[src/rtl/pw_pkg.sv]
package pw_pkg;

  typedef enum logic [2:0] {
    ST_IDLE     = 3'd0,
    ST_READ_DIR = 3'd1,
    ST_WAIT_DIR = 3'd2,
    ST_READ_PTE = 3'd3,
    ST_WAIT_PTE = 3'd4,
    ST_DONE     = 3'd5
  } walk_state_e;

  localparam int unsigned PRESENT_BIT = 0;
  localparam int unsigned DIRTY_BIT   = 1;
  localparam int unsigned RDONLY_BIT  = 2;

endpackage

[src/rtl/pw_fsm.sv]
module pw_fsm
  import pw_pkg::*;
(
  input  logic clk_i,
  input  logic rst_ni,
  input  logic req_valid_i,
  output logic req_ready_o,
  output logic mem_req_valid_o,
  input  logic mem_req_ready_i,
  input  logic mem_rsp_valid_i,
  input  logic mem_rsp_present_i,
  output logic rsp_valid_o,
  input  logic rsp_ready_i,
  output logic ld_req_o,
  output logic ld_dir_o,
  output logic dir_miss_o,
  output logic ld_pte_o,
  output logic sel_pte_o
);

  walk_state_e state_q, state_d;

  always_comb begin
    state_d = state_q;
    unique case (state_q)
      ST_IDLE:     if (req_valid_i) state_d = ST_READ_DIR;
      ST_READ_DIR: if (mem_req_ready_i) state_d = ST_WAIT_DIR;
      ST_WAIT_DIR: if (mem_rsp_valid_i)
                     state_d = mem_rsp_present_i ? ST_READ_PTE : ST_DONE;
      ST_READ_PTE: if (mem_req_ready_i) state_d = ST_WAIT_PTE;
      ST_WAIT_PTE: if (mem_rsp_valid_i) state_d = ST_DONE;
      ST_DONE:     if (rsp_ready_i) state_d = ST_IDLE;
      default:     state_d = ST_IDLE;
    endcase
  end

  always_ff @(posedge clk_i or negedge rst_ni) begin
    if (!rst_ni) state_q <= ST_IDLE;
    else         state_q <= state_d;
  end

  assign req_ready_o     = (state_q == ST_IDLE);
  assign mem_req_valid_o = (state_q == ST_READ_DIR) || (state_q == ST_READ_PTE);
  assign sel_pte_o       = (state_q == ST_READ_PTE);
  assign rsp_valid_o     = (state_q == ST_DONE);
  assign ld_req_o        = req_ready_o && req_valid_i;
  assign ld_dir_o        = (state_q == ST_WAIT_DIR) && mem_rsp_valid_i && mem_rsp_present_i;
  assign dir_miss_o      = (state_q == ST_WAIT_DIR) && mem_rsp_valid_i && !mem_rsp_present_i;
  assign ld_pte_o        = (state_q == ST_WAIT_PTE) && mem_rsp_valid_i;

  assert_dir_miss_ends_R5: assert property (@(posedge clk_i) disable iff (!rst_ni)
    dir_miss_o |=> rsp_valid_o && !mem_req_valid_o);

  assert_one_walk_R9: assert property (@(posedge clk_i) disable iff (!rst_ni)
    (mem_req_valid_o || rsp_valid_o) |-> !req_ready_o);

  assert_stray_rsp_R10: assert property (@(posedge clk_i) disable iff (!rst_ni)
    (req_ready_o && !req_valid_i && mem_rsp_valid_i) |=> req_ready_o && !rsp_valid_o);

endmodule

[src/rtl/pw_addr_gen.sv]
module pw_addr_gen #(
  parameter int unsigned ADDR_W = 32,
  parameter int unsigned OFF_W  = 12
) (
  input  logic              clk_i,
  input  logic              rst_ni,
  input  logic              ld_req_i,
  input  logic              ld_dir_i,
  input  logic              sel_pte_i,
  input  logic [ADDR_W-1:0] vaddr_i,
  input  logic [ADDR_W-1:0] dirbase_i,
  input  logic [ADDR_W-1:0] dir_entry_i,
  output logic [ADDR_W-1:0] vaddr_o,
  output logic [ADDR_W-1:0] mem_addr_o
);

  localparam int unsigned BASE_W = ADDR_W - OFF_W;
  localparam int unsigned IDX_W  = OFF_W - 2;
  localparam int unsigned LO_IDX = OFF_W;
  localparam int unsigned HI_IDX = OFF_W + IDX_W;

  logic [ADDR_W-1:0] vaddr_q;
  logic [BASE_W-1:0] dir_base_q;
  logic [BASE_W-1:0] pt_base_q;
  logic [ADDR_W-1:0] dir_addr, pte_addr;

  always_ff @(posedge clk_i or negedge rst_ni) begin
    if (!rst_ni) begin
      vaddr_q    <= '0;
      dir_base_q <= '0;
      pt_base_q  <= '0;
    end else begin
      if (ld_req_i) begin
        vaddr_q    <= vaddr_i;
        dir_base_q <= dirbase_i[ADDR_W-1:OFF_W];
      end
      if (ld_dir_i) pt_base_q <= dir_entry_i[ADDR_W-1:OFF_W];
    end
  end

  // entries are 4 bytes: index lands on bits OFF_W-1:2
  assign dir_addr = {dir_base_q, vaddr_q[HI_IDX +: IDX_W], 2'b00};
  assign pte_addr = {pt_base_q,  vaddr_q[LO_IDX +: IDX_W], 2'b00};

  assign mem_addr_o = sel_pte_i ? pte_addr : dir_addr;
  assign vaddr_o    = vaddr_q;

endmodule

[src/rtl/pw_result.sv]
module pw_result
  import pw_pkg::*;
#(
  parameter int unsigned ADDR_W = 32,
  parameter int unsigned OFF_W  = 12
) (
  input  logic              clk_i,
  input  logic              rst_ni,
  input  logic              dir_miss_i,
  input  logic              ld_pte_i,
  input  logic [ADDR_W-1:0] pte_i,
  input  logic [ADDR_W-1:0] vaddr_i,
  input  logic              rsp_valid_i,
  input  logic              rsp_ready_i,
  output logic [ADDR_W-1:0] paddr_o,
  output logic              fault_o,
  output logic [OFF_W-1:0]  ctrl_o
);

  logic pte_present;
  assign pte_present = pte_i[PRESENT_BIT];

  always_ff @(posedge clk_i or negedge rst_ni) begin
    if (!rst_ni) begin
      paddr_o <= '0;
      fault_o <= 1'b0;
      ctrl_o  <= '0;
    end else if (dir_miss_i) begin
      paddr_o <= '0;
      fault_o <= 1'b1;
      ctrl_o  <= '0;
    end else if (ld_pte_i) begin
      if (pte_present) begin
        paddr_o <= {pte_i[ADDR_W-1:OFF_W], vaddr_i[OFF_W-1:0]};
        fault_o <= 1'b0;
        ctrl_o  <= pte_i[OFF_W-1:0];
      end else begin
        paddr_o <= '0;
        fault_o <= 1'b1;
        ctrl_o  <= '0;
      end
    end
  end

  assert_rsp_hold_R8: assert property (@(posedge clk_i) disable iff (!rst_ni)
    (rsp_valid_i && !rsp_ready_i) |=>
      rsp_valid_i && $stable(paddr_o) && $stable(fault_o) && $stable(ctrl_o));

  assert_fault_zero_R6: assert property (@(posedge clk_i) disable iff (!rst_ni)
    (rsp_valid_i && fault_o) |-> (paddr_o == '0) && (ctrl_o == '0));

  assert_ok_present_R4: assert property (@(posedge clk_i) disable iff (!rst_ni)
    (rsp_valid_i && !fault_o) |-> ctrl_o[PRESENT_BIT]);

endmodule

[src/rtl/pt_walker.sv]
module pt_walker #(
  parameter int unsigned ADDR_W = 32,
  parameter int unsigned OFF_W  = 12
) (
  input  logic              clk_i,
  input  logic              rst_ni,
  input  logic              req_valid_i,
  output logic              req_ready_o,
  input  logic [ADDR_W-1:0] req_vaddr_i,
  input  logic [ADDR_W-1:0] req_dirbase_i,
  output logic              mem_req_valid_o,
  input  logic              mem_req_ready_i,
  output logic [ADDR_W-1:0] mem_req_addr_o,
  input  logic              mem_rsp_valid_i,
  input  logic [ADDR_W-1:0] mem_rsp_data_i,
  output logic              rsp_valid_o,
  input  logic              rsp_ready_i,
  output logic [ADDR_W-1:0] rsp_paddr_o,
  output logic              rsp_fault_o,
  output logic [OFF_W-1:0]  rsp_ctrl_o
);

  logic ld_req, ld_dir, dir_miss, ld_pte, sel_pte;
  logic [ADDR_W-1:0] vaddr_q;

  pw_fsm u_fsm (
    .clk_i             (clk_i),
    .rst_ni            (rst_ni),
    .req_valid_i       (req_valid_i),
    .req_ready_o       (req_ready_o),
    .mem_req_valid_o   (mem_req_valid_o),
    .mem_req_ready_i   (mem_req_ready_i),
    .mem_rsp_valid_i   (mem_rsp_valid_i),
    .mem_rsp_present_i (mem_rsp_data_i[pw_pkg::PRESENT_BIT]),
    .rsp_valid_o       (rsp_valid_o),
    .rsp_ready_i       (rsp_ready_i),
    .ld_req_o          (ld_req),
    .ld_dir_o          (ld_dir),
    .dir_miss_o        (dir_miss),
    .ld_pte_o          (ld_pte),
    .sel_pte_o         (sel_pte)
  );

  pw_addr_gen #(.ADDR_W(ADDR_W), .OFF_W(OFF_W)) u_addr (
    .clk_i       (clk_i),
    .rst_ni      (rst_ni),
    .ld_req_i    (ld_req),
    .ld_dir_i    (ld_dir),
    .sel_pte_i   (sel_pte),
    .vaddr_i     (req_vaddr_i),
    .dirbase_i   (req_dirbase_i),
    .dir_entry_i (mem_rsp_data_i),
    .vaddr_o     (vaddr_q),
    .mem_addr_o  (mem_req_addr_o)
  );

  pw_result #(.ADDR_W(ADDR_W), .OFF_W(OFF_W)) u_res (
    .clk_i       (clk_i),
    .rst_ni      (rst_ni),
    .dir_miss_i  (dir_miss),
    .ld_pte_i    (ld_pte),
    .pte_i       (mem_rsp_data_i),
    .vaddr_i     (vaddr_q),
    .rsp_valid_i (rsp_valid_o),
    .rsp_ready_i (rsp_ready_i),
    .paddr_o     (rsp_paddr_o),
    .fault_o     (rsp_fault_o),
    .ctrl_o      (rsp_ctrl_o)
  );

  assert_mem_hold_R7: assert property (@(posedge clk_i) disable iff (!rst_ni)
    (mem_req_valid_o && !mem_req_ready_i) |=> mem_req_valid_o && $stable(mem_req_addr_o));

  assert_reset_idle_R1: assert property (@(posedge clk_i) disable iff (!rst_ni)
    $rose(rst_ni) |-> req_ready_o && !mem_req_valid_o && !rsp_valid_o);

endmodule

[config.mk]
export PLATFORM = sky130hd
export DESIGN_NAME = pt_walker
export DESIGN_NICKNAME = d
export VERILOG_FILES = /design/src/rtl/pw_pkg.sv /design/src/rtl/pw_fsm.sv /design/src/rtl/pw_addr_gen.sv /design/src/rtl/pw_result.sv /design/src/rtl/pt_walker.sv
export SDC_FILE = /design/constraint.sdc
export NUM_CORES = 1
export LEC_CHECK = 0
export CORE_ASPECT_RATIO = 0.6
export CORE_MARGIN = 2
export CORE_UTILIZATION = 55
export DETAILED_ROUTE_END_ITERATION = 16
export DONT_BUFFER_PORTS = 1
export GPL_TIMING_DRIVEN = 1
export PLACE_DENSITY = 0.81
export SLEW_MARGIN = 20
export SYNTH_ARGS = -nofsm -noshare
export SYNTH_HDL_FRONTEND = slang
export SYNTH_SLANG_ARGS = --single-unit
[constraint.sdc]
create_clock -name clk_i -period 1.5 [get_ports clk_i]
set_input_delay 0.15 -clock clk_i [delete_from_list [all_inputs] [get_ports clk_i]]
set_output_delay 0.15 -clock clk_i [all_outputs]
set_load 0.05 [all_outputs]
Yosys cells after proc, flatten, opt, wreduce, memory -nomap -nowiden:

Cells that the tools add are included.

* equality and inequality tests: 11
* muxes and demuxes: 18
* reductions and logical operators: 10

Operators by type and width (number)
* $mux W32: 4
* $mux W12: 3
* $mux W3: 7
* $pmux W3 S6: 1
* $ne A2 B2 Y1 const B: 5
* $eq A3 B2 Y1 const B: 2
* $eq A3 B3 Y1 const B: 2
* $reduce_and A6 Y1: 1
* $logic_and A1 B1 Y1: 5
* $eq A3 B1 Y1 const B: 1
* $logic_not A3 Y1: 1
* $mux W1: 3
* $ne A2 B1 Y1 const B: 1
* $reduce_bool A2 Y1: 1
* $logic_not A1 Y1: 1
* $logic_or A1 B1 Y1: 1

* register bits after elaboration: 120
* input bits: 102
* output and inout bits: 80
* logic and storage cells: 46

Longest topological paths before layout:

* depth after elaboration: 4
* depth in mapped cells: 6
* depth with buffers taken out: 4

By module:

A second synthesis with hierarchy kept.

* cell total of the unflattened synthesis: 334
* area total of the unflattened synthesis: 5272.6 um2

Modules (own cells, without submodules)
* pw_addr_gen: times used 1, cells each 188, area an instance 3300.7 um2, seq. area each 1801.7 um2
* pw_result: times used 1, cells each 110, area an instance 1692.9 um2, seq. area each 1126.1 um2
* pw_fsm: times used 1, cells each 36, area an instance 279.0 um2, seq. area each 75.1 um2

Worst setup path after synthesis:

OpenSTA, ideal clock, no wires.

* kind: reg-to-output
* start: reg u_fsm.state_q[2]
* end: out mem_req_addr_o[10]
* arrival: 2.047 ns
* required time: 1.350 ns
* slack: -0.697 ns
* stages on the path, launching flop included: 6
* buffers on the path: 2
* cell sequence: dfrtp_1 -> buf_4 -> nor2b_1 -> nand2_1 -> buf_2 -> mux2_2

* cells in the longest elaborated chain, start to end: 2

Ends and longest elaborated chain
* from (decl): RTL line pw_fsm.sv:21 `walk_state_e state_q, state_d;`
* from (signal assigned): RTL line pw_fsm.sv:39 `else state_q <= state_d;`
* $eq A3 B2 Y1: RTL line pw_fsm.sv:44 `assign sel_pte_o = (state_q == ST_READ_PTE);`
* $mux W32: RTL line pw_addr_gen.sv:45 `assign mem_addr_o = sel_pte_i ? pte_addr : dir_addr;`
* to (decl): RTL line pt_walker.sv:13 `output logic [ADDR_W-1:0] mem_req_addr_o,`

Every way passes these cells.

Worst setup path after layout:

* start: reg u_fsm.state_q[2]
* end: out mem_req_addr_o[30]

The elaborated chain is that of the path after synthesis.

==> results.json <==
{
  "status": "finished, violations left",
  "violations": "negative hold slack, negative setup slack",
  "cts_buffers": 17,
  "die_x_um": 131,
  "relSlewSlack_pct": 63.1,
  "fin_crit_sh_pct": 128,
  "syn_to_final_growth_pct": 52.9,
  "grt_max_degree": 121,
  "reg2regPathDepth": 8,
  "fin_area_um2": 8140,
  "final_util_pct": 87.6,
  "syn_area_um2": 5330,
  "tightest_slew_ps": 553,
  "report.final.slew_viol_count": 0,
  "antenna_found_initial": 0,
  "fillCellCount": 366,
  "io_pins": 182,
  "cts_buffer_depth": 2,
  "period_minus_slack_ps": 1920,
  "required_ps": 1350,
  "p_leak_nw": 3.88,
  "nNetsFinal": 670,
  "place.gp.congestion": 0.791,
  "synth_edf_count": 0,
  "setup_tns_ps": -46470,
  "post_drt_wl_per_cell_um": 25.9,
  "port_buffers": 0,
  "fin_ws_ps": -425,
  "synth_mux_area_share_pct": 25.1,
  "rsz0062_at_grt": "yes",
  "layout_common_cells": "118 x dfrtp_1, 92 x nand2_1, 86 x dlygate4sd3_1",
  "synthSimpleGateAreaFrac_pct": 8.51,
  "viasPerCell": 5.99,
  "cts_root_buf": "clkbuf_16",
  "dpl-instance-area_um2": 5680,
  "die_h_um": 80.2,
  "dr.pass1.iters": 4,
  "setup_viol": 151,
  "clk_latency_ps": 410,
  "ys_ff_latch": 120,
  "ant_nets": 0,
  "rr_startpoint": "u_fsm.state_q[2]",
  "rows": 27,
  "power.density_nw_per_um2": 2640,
  "synth_ff_type": "dfrtp_1",
  "drcViolationCount": 0,
  "seqCellArea_um2": 3010,
  "overflow": 0,
  "wl_um": 18400,
  "seq_area_frac_synth_pct": 56.4,
  "yosysUniqueCellTypes": 27,
  "synth_warnings": 0,
  "vias": 4259,
  "grt_pass1_wl_um": 26500,
  "hpwl_um": 7850,
  "diodes": 0,
  "postCtsHoldBufs": 87,
  "r2r_slack_ps": -410,
  "fp.coreArea_um2": 9290,
  "ir_drop_mv": 1.53,
  "startpoint_type": "flop",
  "cp_max_fo": 8,
  "start_util_pct": 57.3,
  "hold_class": "primary input to asynchronous set/reset pin",
  "layout_commonest_cell": "dfrtp_1",
  "multi_input_area_um2": 2340,
  "async_flop_share_pct": 100,
  "cts_tree": "built",
  "fin_hold_ws_ps": -572,
  "rr_endpoint": "u_res.ctrl_o[0]",
  "end_kind": "output pin",
  "startpoint": "u_fsm.state_q[2]",
  "crit_path_end": "mem_req_addr_o[30]",
  "grt.total_usage_pct": 35.1,
  "syn_inst": 416,
  "die-area_um2": 10500,
  "grt_pass1_vias": 4538,
  "drt-initial-drc-count": 257,
  "arrival_ps": 1770,
  "htree_levels": 4,
  "max_freq_mhz": 520,
  "clock-sinks": 120,
  "clkTransAtPathRegs_ps": 60,
  "crit_type": "flop to output pin",
  "drive_gt1_share_pct": 39.9,
  "final-hold-violation-count": 120,
  "synth_top_family_by_area": "multiplexers",
  "skew_ps": 9.37,
  "drv_cap": 0,
  "postSynthAreaPerCell_um2": 12.8,
  "finalPower_mw": 21.5,
  "synth_fa_ha_area_share_pct": 0,
  "synth-xor-area-share_pct": 0,
  "synth_compound_gate_area_share_pct": 5.29
}
flip-flops by register name (all words and copies together), names as in the netlist:
name / flops
u_addr.vaddr_o: 32
u_res.paddr_o: 32
u_res.fault_o: 1
u_addr.dir_base_q: 20
u_res.ctrl_o: 12
u_fsm.state_q: 3
u_addr.pt_base_q: 20
worst max-delay path, cell delays in order (launching register included):
cell	delay, ps
dfrtp_2	460
nor2b_4	180
nand2_4	140
buf_16	190
mux2_4	390
Yosys cell counts (all sizes together) (2+ instances only):
library cell	count	area, µm²
a21oi	3	15.0
and2	2	15.0
buf	22	210
clkbuf	8	30.0
dfrtp	120	3000
inv	2	7.51
mux2	102	1340
nand2	93	349
nor2	3	11.3
nor2b	3	18.8
o21ai	47	239
kinds of logic (layout without fill, tap and decap cells):
kind of cell / after synthesis / after routing
buffers and inverters: 32 / 196
AO/OA/AOI/OAI: 53 / 53
AND/OR/NAND/NOR: 108 / 108
flip-flops: 120 / 120
multiplexers: 102 / 102
other: 1 / 2
metrics by stage:
step,std cells,worst slack [ps]
6_report,711,-425
5_1_grt,711,-454
4_1_cts,708,-374
3_5_place_dp,544,-112
3_3_place_gp,544,-53.0
2_1_floorplan,417,-416
what timing repair did:
| action | CTS | global route |
|---|---|---|
| endpoints found under the hold margin | 240 | 120 |
| setup buffers | 28 | 7 |
| gates resized for setup | 68 | 47 |
| pin swaps | 6 | 6 |
| cloned | 17 | 0 |
| setup endpoints to repair | 150 | 153 |
worst min-delay path by stage:
stage,slack [ps],depth (start not counted),end,start
2_1_floorplan,-150,0,u_addr.dir_base_q[0],rst_ni
4_1_cts,-570,0,u_addr.vaddr_o[14],rst_ni
3_3_place_gp,-140,0,u_addr.vaddr_o[13],rst_ni
5_1_grt,-590,0,u_addr.vaddr_o[4],rst_ni
6_report,-570,0,u_addr.vaddr_o[23],rst_ni
3_5_place_dp,-140,0,u_addr.vaddr_o[14],rst_ni
layout make-up:
cell class,instances,area share (%)
sequential,120,36.9
multi-input combinational,265,28.7
inverter,2,0.0922
timing repair buffer,162,24.7
clock buffer,21,5.53
tap,130,2.00
clock inverter,11,2.11
report_power, final:
part	leakage, nW	internal, mW	switching, mW
registers	1.49	4.81	3.10
logic	2.09	4.32	4.90
clock network	0.298	2.83	1.52
routing by layer:
layer / GRT usage [%] / share of wire (%) / up-vias
met5: 0 / 0 / -
li1: - / - / 1723
met2: 58.4 / 49 / 274
met3: 11.5 / 8.3 / 72
met1: 42.6 / 39 / 2190
met4: 13.7 / 3.9 / 0
Note: power is estimated with default switching activity, not from simulation.
